[src/rtl/sdlc_tx_auto.sv]
module sdlc_tx_auto #(
  parameter int BYTE_W = 8,
  parameter logic [BYTE_W-1:0] FLAG = 8'h7E,
  parameter int RUN_MAX = 5,
  parameter logic [2*BYTE_W-1:0] CRC_POLY = 16'h8408
) (
  input  logic              clk,
  input  logic              rst_n,
  input  logic              bit_en,
  input  logic              tx_enable,
  input  logic              nrzi_en,
  input  logic              idle_flags,
  input  logic              auto_flag,
  input  logic              auto_eom_rst,
  input  logic              auto_rts_off,
  input  logic              force_high,
  input  logic              wr_en,
  input  logic [BYTE_W-1:0] wr_data,
  input  logic              eom_clr,
  input  logic              rts_req,
  output logic              buf_empty,
  output logic              eom_latch,
  output logic              rts_out,
  output logic              txd
);
  localparam int CRC_W = 2 * BYTE_W;
  localparam int CNT_W = $clog2(BYTE_W);
  localparam int RUN_W = $clog2(RUN_MAX + 1);

  typedef enum logic [2:0] {K_IDLE, K_OPEN, K_DATA, K_CRC1, K_CRC2, K_CLOSE} kind_e;

  logic [BYTE_W-1:0] buf_q, sh_q, nxt_byte;
  logic              full_q, first_q, eom_q, rts_q, line_q;
  logic [CNT_W-1:0]  cnt_q;
  logic [RUN_W-1:0]  run_q;
  logic [CRC_W-1:0]  crc_q, crc_base;
  kind_e             kind_q, nxt_kind, bit_kind;
  logic              take, frame_start, stuff, bound, step, tx_bit, tail, close_end;

  function automatic logic [CRC_W-1:0] crc_next(input logic [CRC_W-1:0] c, input logic b);
    logic fb;
    fb = c[0] ^ b;
    return (c >> 1) ^ (fb ? CRC_POLY : '0);
  endfunction

  assign stuff     = run_q == RUN_W'(RUN_MAX);
  assign bound     = cnt_q == '0;
  assign step      = bit_en && tx_enable && !stuff;
  assign tx_bit    = !tx_enable ? 1'b1 : stuff ? 1'b0 : bound ? nxt_byte[0] : sh_q[0];
  assign bit_kind  = bound ? nxt_kind : kind_q;
  assign tail      = kind_q inside {K_CRC1, K_CRC2, K_CLOSE};
  assign close_end = step && bound && kind_q == K_CLOSE;
  assign crc_base  = (bound && frame_start) ? '1 : crc_q;

  assign buf_empty = !full_q;
  assign eom_latch = eom_q;
  assign rts_out   = rts_q;
  assign txd       = line_q;

  always_comb begin
    nxt_kind    = K_IDLE;
    nxt_byte    = idle_flags ? FLAG : '1;
    take        = 1'b0;
    frame_start = 1'b0;
    case (kind_q)
      K_OPEN, K_DATA: begin
        if (full_q) begin
          nxt_kind = K_DATA; nxt_byte = buf_q; take = 1'b1;
        end else if (!eom_q) begin
          nxt_kind = K_CRC1; nxt_byte = ~crc_q[BYTE_W-1:0];
        end else begin
          nxt_kind = K_CLOSE; nxt_byte = FLAG;
        end
      end
      K_CRC1: begin nxt_kind = K_CRC2; nxt_byte = ~crc_q[CRC_W-1:BYTE_W]; end
      K_CRC2: begin nxt_kind = K_CLOSE; nxt_byte = FLAG; end
      default: begin
        if (full_q) begin
          frame_start = 1'b1;
          if (auto_flag) begin
            nxt_kind = K_OPEN; nxt_byte = FLAG;
          end else begin
            nxt_kind = K_DATA; nxt_byte = buf_q; take = 1'b1;
          end
        end
      end
    endcase
  end

  always_ff @(posedge clk) begin
    if (!rst_n) begin
      buf_q   <= '0;
      full_q  <= 1'b0;
      sh_q    <= '1;
      cnt_q   <= '0;
      kind_q  <= K_IDLE;
      run_q   <= '0;
      crc_q   <= '1;
      first_q <= 1'b0;
      eom_q   <= 1'b1;
      rts_q   <= 1'b0;
      line_q  <= 1'b1;
    end else begin
      rts_q <= rts_req | (auto_rts_off & rts_q & tail & !close_end);

      if (wr_en) begin
        buf_q  <= wr_data;
        full_q <= 1'b1;
      end else if (step && bound && take) begin
        full_q <= 1'b0;
      end

      if (force_high && nrzi_en && !tx_enable) line_q <= 1'b1;
      else if (bit_en) line_q <= nrzi_en ? (tx_bit ? line_q : !line_q) : tx_bit;

      if (eom_clr) eom_q <= 1'b0;
      else if (step && bound && kind_q == K_CRC2) eom_q <= 1'b1;
      else if (step && bound && kind_q == K_DATA && first_q && auto_eom_rst) eom_q <= 1'b0;

      if (bit_en) begin
        if (!tx_enable) begin
          kind_q <= K_IDLE;
          cnt_q  <= '0;
          run_q  <= '0;
        end else if (stuff) begin
          run_q <= '0;
        end else begin
          if (bound) begin
            sh_q   <= nxt_byte >> 1;
            cnt_q  <= CNT_W'(BYTE_W - 1);
            kind_q <= nxt_kind;
          end else begin
            sh_q  <= sh_q >> 1;
            cnt_q <= cnt_q - 1'b1;
          end
          run_q <= (tx_bit && bit_kind inside {K_DATA, K_CRC1, K_CRC2}) ? run_q + 1'b1 : '0;
          if (bit_kind == K_DATA) crc_q <= crc_next(crc_base, tx_bit);
          else if (bound && frame_start) crc_q <= '1;
          if (bound && frame_start) first_q <= 1'b1;
          else if (bound && kind_q == K_DATA) first_q <= 1'b0;
        end
      end
    end
  end

  p_empty_after_load_r2: assert property (@(posedge clk) disable iff (!rst_n)
    (step && bound && take && !wr_en) |=> buf_empty);
  p_write_fills_r2: assert property (@(posedge clk) disable iff (!rst_n)
    wr_en |=> !buf_empty);
  p_stuff_zero_r4: assert property (@(posedge clk) disable iff (!rst_n)
    (bit_en && tx_enable && stuff && !nrzi_en) |=> !txd);
  p_stuff_toggle_r12: assert property (@(posedge clk) disable iff (!rst_n)
    (bit_en && tx_enable && stuff && nrzi_en) |=> txd != $past(txd));
  p_eom_set_r7: assert property (@(posedge clk) disable iff (!rst_n)
    $rose(eom_latch) |-> $past(kind_q == K_CRC2));
  p_eom_clr_r8: assert property (@(posedge clk) disable iff (!rst_n)
    eom_clr |=> !eom_latch);
  p_rts_plain_r10: assert property (@(posedge clk) disable iff (!rst_n)
    !auto_rts_off |=> rts_out == $past(rts_req));
  p_idle_hold_r12: assert property (@(posedge clk) disable iff (!rst_n)
    (bit_en && !tx_enable && nrzi_en && !force_high) |=> $stable(txd));
  p_force_high_r13: assert property (@(posedge clk) disable iff (!rst_n)
    (force_high && nrzi_en && !tx_enable) |=> txd);
endmodule

[config.mk]
export PLATFORM = sky130hd
export DESIGN_NAME = sdlc_tx_auto
export DESIGN_NICKNAME = d
export VERILOG_FILES = /design/src/rtl/sdlc_tx_auto.sv
export SDC_FILE = /design/constraint.sdc
export NUM_CORES = 1
export LEC_CHECK = 0
export ABC_CLOCK_PERIOD_IN_PS = 2300
export BUFFER_PORTS_ARGS = -buffer_cell sky130_fd_sc_hd__buf_2
export CORE_MARGIN = 3
export CORE_UTILIZATION = 53
export CTS_CLUSTER_SIZE = 30
export DETAILED_ROUTE_END_ITERATION = 12
export GPL_TIMING_DRIVEN = 1
export PLACE_DENSITY = 0.76
export SYNTH_ARGS = -nofsm -noshare
export SYNTH_HDL_FRONTEND = slang
export SYNTH_SLANG_ARGS = --single-unit
[constraint.sdc]
create_clock -name clk -period 2.3 [get_ports clk]
set_clock_uncertainty 0.15 [all_clocks]
set_input_delay 0.69 -clock clk [delete_from_list [all_inputs] [get_ports clk]]
set_output_delay 0.69 -clock clk [all_outputs]
set_load 0.05 [all_outputs]
==> results.toml <==
[power_and_ir_drop]
power_frac_comb = 0.194
powerDensity_mw_per_mm2 = 587
intPower_mw = 1.31
pwr-share-seq = 0.471
total_leakage_power_nw = 1.21
switchingPower_mw = 0.496
power_mw = 1.81
power_frac_clock = 0.335
vdd_ir_drop_max_uv = 409
netSwitchingFraction = 0.275

[worst_setup_path]
critPathBufInv = 2
max_stage_delay_ns = 0.34
cp_top_family = "compound AO/OA/AOI/OAI gates"
crit_required_ns = 2.33
critPathKind = "register to register"
crit_path_end_kind = "register"
cp-start-kind = "register"
arrival_ns = 2.28
cp_cell_sequence = "buf_12 -> and3b_4 -> a221o_1 -> a211o_1 -> o211ai_4 -> buf_6 -> mux2i_2 -> o221ai_2"
path_max_fanout = 19
cpMaxStageDelayCell = "dfxtp_2"

[clocking]
clock_latency_ns = 0.30
cts.sinks = 46
cts_buffer_depth = 2
h-tree-depth = 2
cts_buffers = 5
cts_tree = "yes"
clkTransAtPathRegs_ns = 0.09
cts_hold_buf = 0
clock-root-buffer = "clkbuf_8"

[route]
drt_iter0_drc = 128
avgRoutedWirePerCell_um = 17.0
drc_errors = 0
drt-pass1-iter-count = 4
vias = 2330
wirelength_um = 6480
drtAntennaViolNets = 0
drt-vias-per-instance = 6.12

[run_status]
status = "complete, no violations"

[global_route]
grt_max_degree = 23
antenna_found_initial = 0
grt_pass1_wl_um = 10700
grtUsageTotal = 0.250
grt_pass1_vias = 2216
overflow = 0

[sta]
worst_pin_slew_ns = 0.369
finalCritPeriodShare = 0.979
tns_ns = 0
slew_violations = 0
final_hold_viol_count = 0
timing.fmax_mhz = 444
finalSetupViolations = 0
rsz0062_at_grt = "true"
max_slew_margin = 0.754
period_minus_slack_ns = 2.25

[placed_design]
place_hpwl_um = 4630
gp_congestion = 0.910
port_buffers = 24
placed_area_sq_mm = 0.00287
place_inst = 372

[final_layout]
fin_area_sq_mm = 0.00307
multiInputGateArea_sq_mm = 0.00153
area_growth_pct = 22.3
nFillCells = 354
final_cells = 381
area.sequential_sq_um = 926
final_nets = 353
antenna_cells = 0
utilization = 0.687
drive_above_1_share = 0.280

[synthesis]
syn_avg_cell_area_sq_um = 8.78
synth_seq_cells = 46
synth_edf_count = 0
yosysMostFrequentCell = "dfxtp_1"
synthTopCellsByCount = "dfxtp_1, nand2_1, o22a_1, a21oi_1, nor2b_1"
yosysUniqueCellTypes = 58
ys_dominant_reg_cell = "dfxtp_1"
yosys.area.top_type = "dfxtp_1"
synthTopCellsByArea = "dfxtp_1, o22a_1, nand2_1"
synthCells = 286
syn-cell-area_sq_mm = 0.00251
syn-num-nets = 311
yosysWarningCount = 0
async_reset_ff_frac = 0
yosysSeqAreaShare = 0.367
yosysTopAreaCellShare = 0.367

[flow_run]
cap_violations = 0

[die]
die_area_sq_mm = 0.00560
die_height_um = 74.9
ios = 25
start_util = 0.562
num_rows = 24
core_sq_mm = 0.00447
chipWidth_um = 74.9

[min_path]
holdCritPathClass = "register to register"
registers in the layout, summed over array words and instances, names as in the netlist:
name / count
buf_q: 8
cnt_q: 3
crc_q: 16
eom_latch: 1
first_q: 1
full_q: 1
kind_q: 3
rts_out: 1
run_q: 3
sh_q: 8
txd: 1
cell families (layout without fill, tap and decap cells):
| kind of cell | count (synthesis) | count (layout) | share of synthesized area |
|---|---|---|---|
| DFF | 46 | 46 | 0.367 |
| and+or+nand+nor | 90 | 90 | 0.190 |
| adders and majority gates | 4 | 4 | 0.0199 |
| AOI/OAI and AO/OA | 102 | 102 | 0.304 |
| buffers and inverters | 30 | 73 | 0.0558 |
| muxes | 9 | 9 | 0.0359 |
| xor gates and xnor gates | 5 | 5 | 0.0284 |
tightest hold or removal path, delay by kind of cell, from the launching register on:
family	cells	cell delay, ns
DFF	1	0.33
and+or+nand+nor	2	0.11
power by group through the flow:
stage               registers, mW  clock network, mW  logic, mW
floorplan                   0.873                  0      0.206
global placement            0.866                  0      0.321
detailed placement          0.867                  0      0.324
CTS                         0.848              0.616      0.333
global route                0.853              0.653      0.384
finish                      0.849              0.605      0.350
metal layers:
metal  GRT usage  wire, um  vias to the layer above
met5           0         0                        -
met4       0.107       196                        0
met3      0.0427       386                       19
met2       0.414      3120                       75
met1       0.321      2780                     1093
li1            -         -                     1143
what timing repair did:
item                                    CTS  global route
pin swaps                                 1             3
gates resized for setup                   4            16
endpoints found under the setup margin    3            22
setup buffers                             0             1
hold endpoints to repair                  0             0
final timing paths:
check,from,endpoint,cells after the start,slack (ns)
setup / recovery,kind_q[0]$_SDFFE_PN0P_,txd$_SDFFE_PP1P_,8,0.05
hold / removal,sh_q[7]$_SDFFE_PN1P_,sh_q[7]$_SDFFE_PN1P_,2,0.32
setup reg to reg,kind_q[0]$_SDFFE_PN0P_,txd$_SDFFE_PP1P_,8,0.05
hold reg to reg,sh_q[7]$_SDFFE_PN1P_,sh_q[7]$_SDFFE_PN1P_,2,0.32
cell type report:
type	count	share of cell area
flip-flops and latches	46	0.301
inverters	7	0.00855
well taps	52	0.0212
clock buffers	6	0.0236
clock inverters	2	0.0122
multi-input cells	210	0.498
repair buffers	58	0.136
stage by stage:
stage | hold WS, ns | setup slack (ns)
after floorplan | 0.273 | 0.0224
after global placement | 0.284 | -0.0705
after detailed placement | 0.304 | -0.0937
after CTS | 0.319 | 0.000422
after global routing | 0.341 | -0.0279
final | 0.320 | 0.0488
cells in the final DEF (no fill, tap or decap), types with 3 or more instances in the layout:
| cell | synthesis | routed |
|---|---|---|
| clkbuf_8 | 0 | 5 |
| and2_1 | 3 | 3 |
| buf_4 | 2 | 30 |
| nand2_1 | 29 | 29 |
| buf_2 | 4 | 24 |
| nor2_1 | 11 | 10 |
| inv_1 | 7 | 7 |
| dfxtp_2 | 0 | 4 |
| dfxtp_1 | 46 | 42 |
| mux2i_1 | 9 | 8 |
| ha_1 | 4 | 3 |
| nand3_1 | 5 | 5 |
| nand2b_1 | 7 | 6 |
| buf_12 | 0 | 3 |
| a211oi_1 | 6 | 6 |
| a21oi_1 | 17 | 17 |
| o21a_1 | 4 | 3 |
| a31oi_1 | 8 | 8 |
| o22a_1 | 19 | 19 |
| a21boi_0 | 7 | 7 |
| nor2b_1 | 15 | 13 |
| o211ai_1 | 5 | 5 |
| o21ai_0 | 10 | 10 |
| nor3_1 | 4 | 4 |
(Power assumes the default switching activity.)
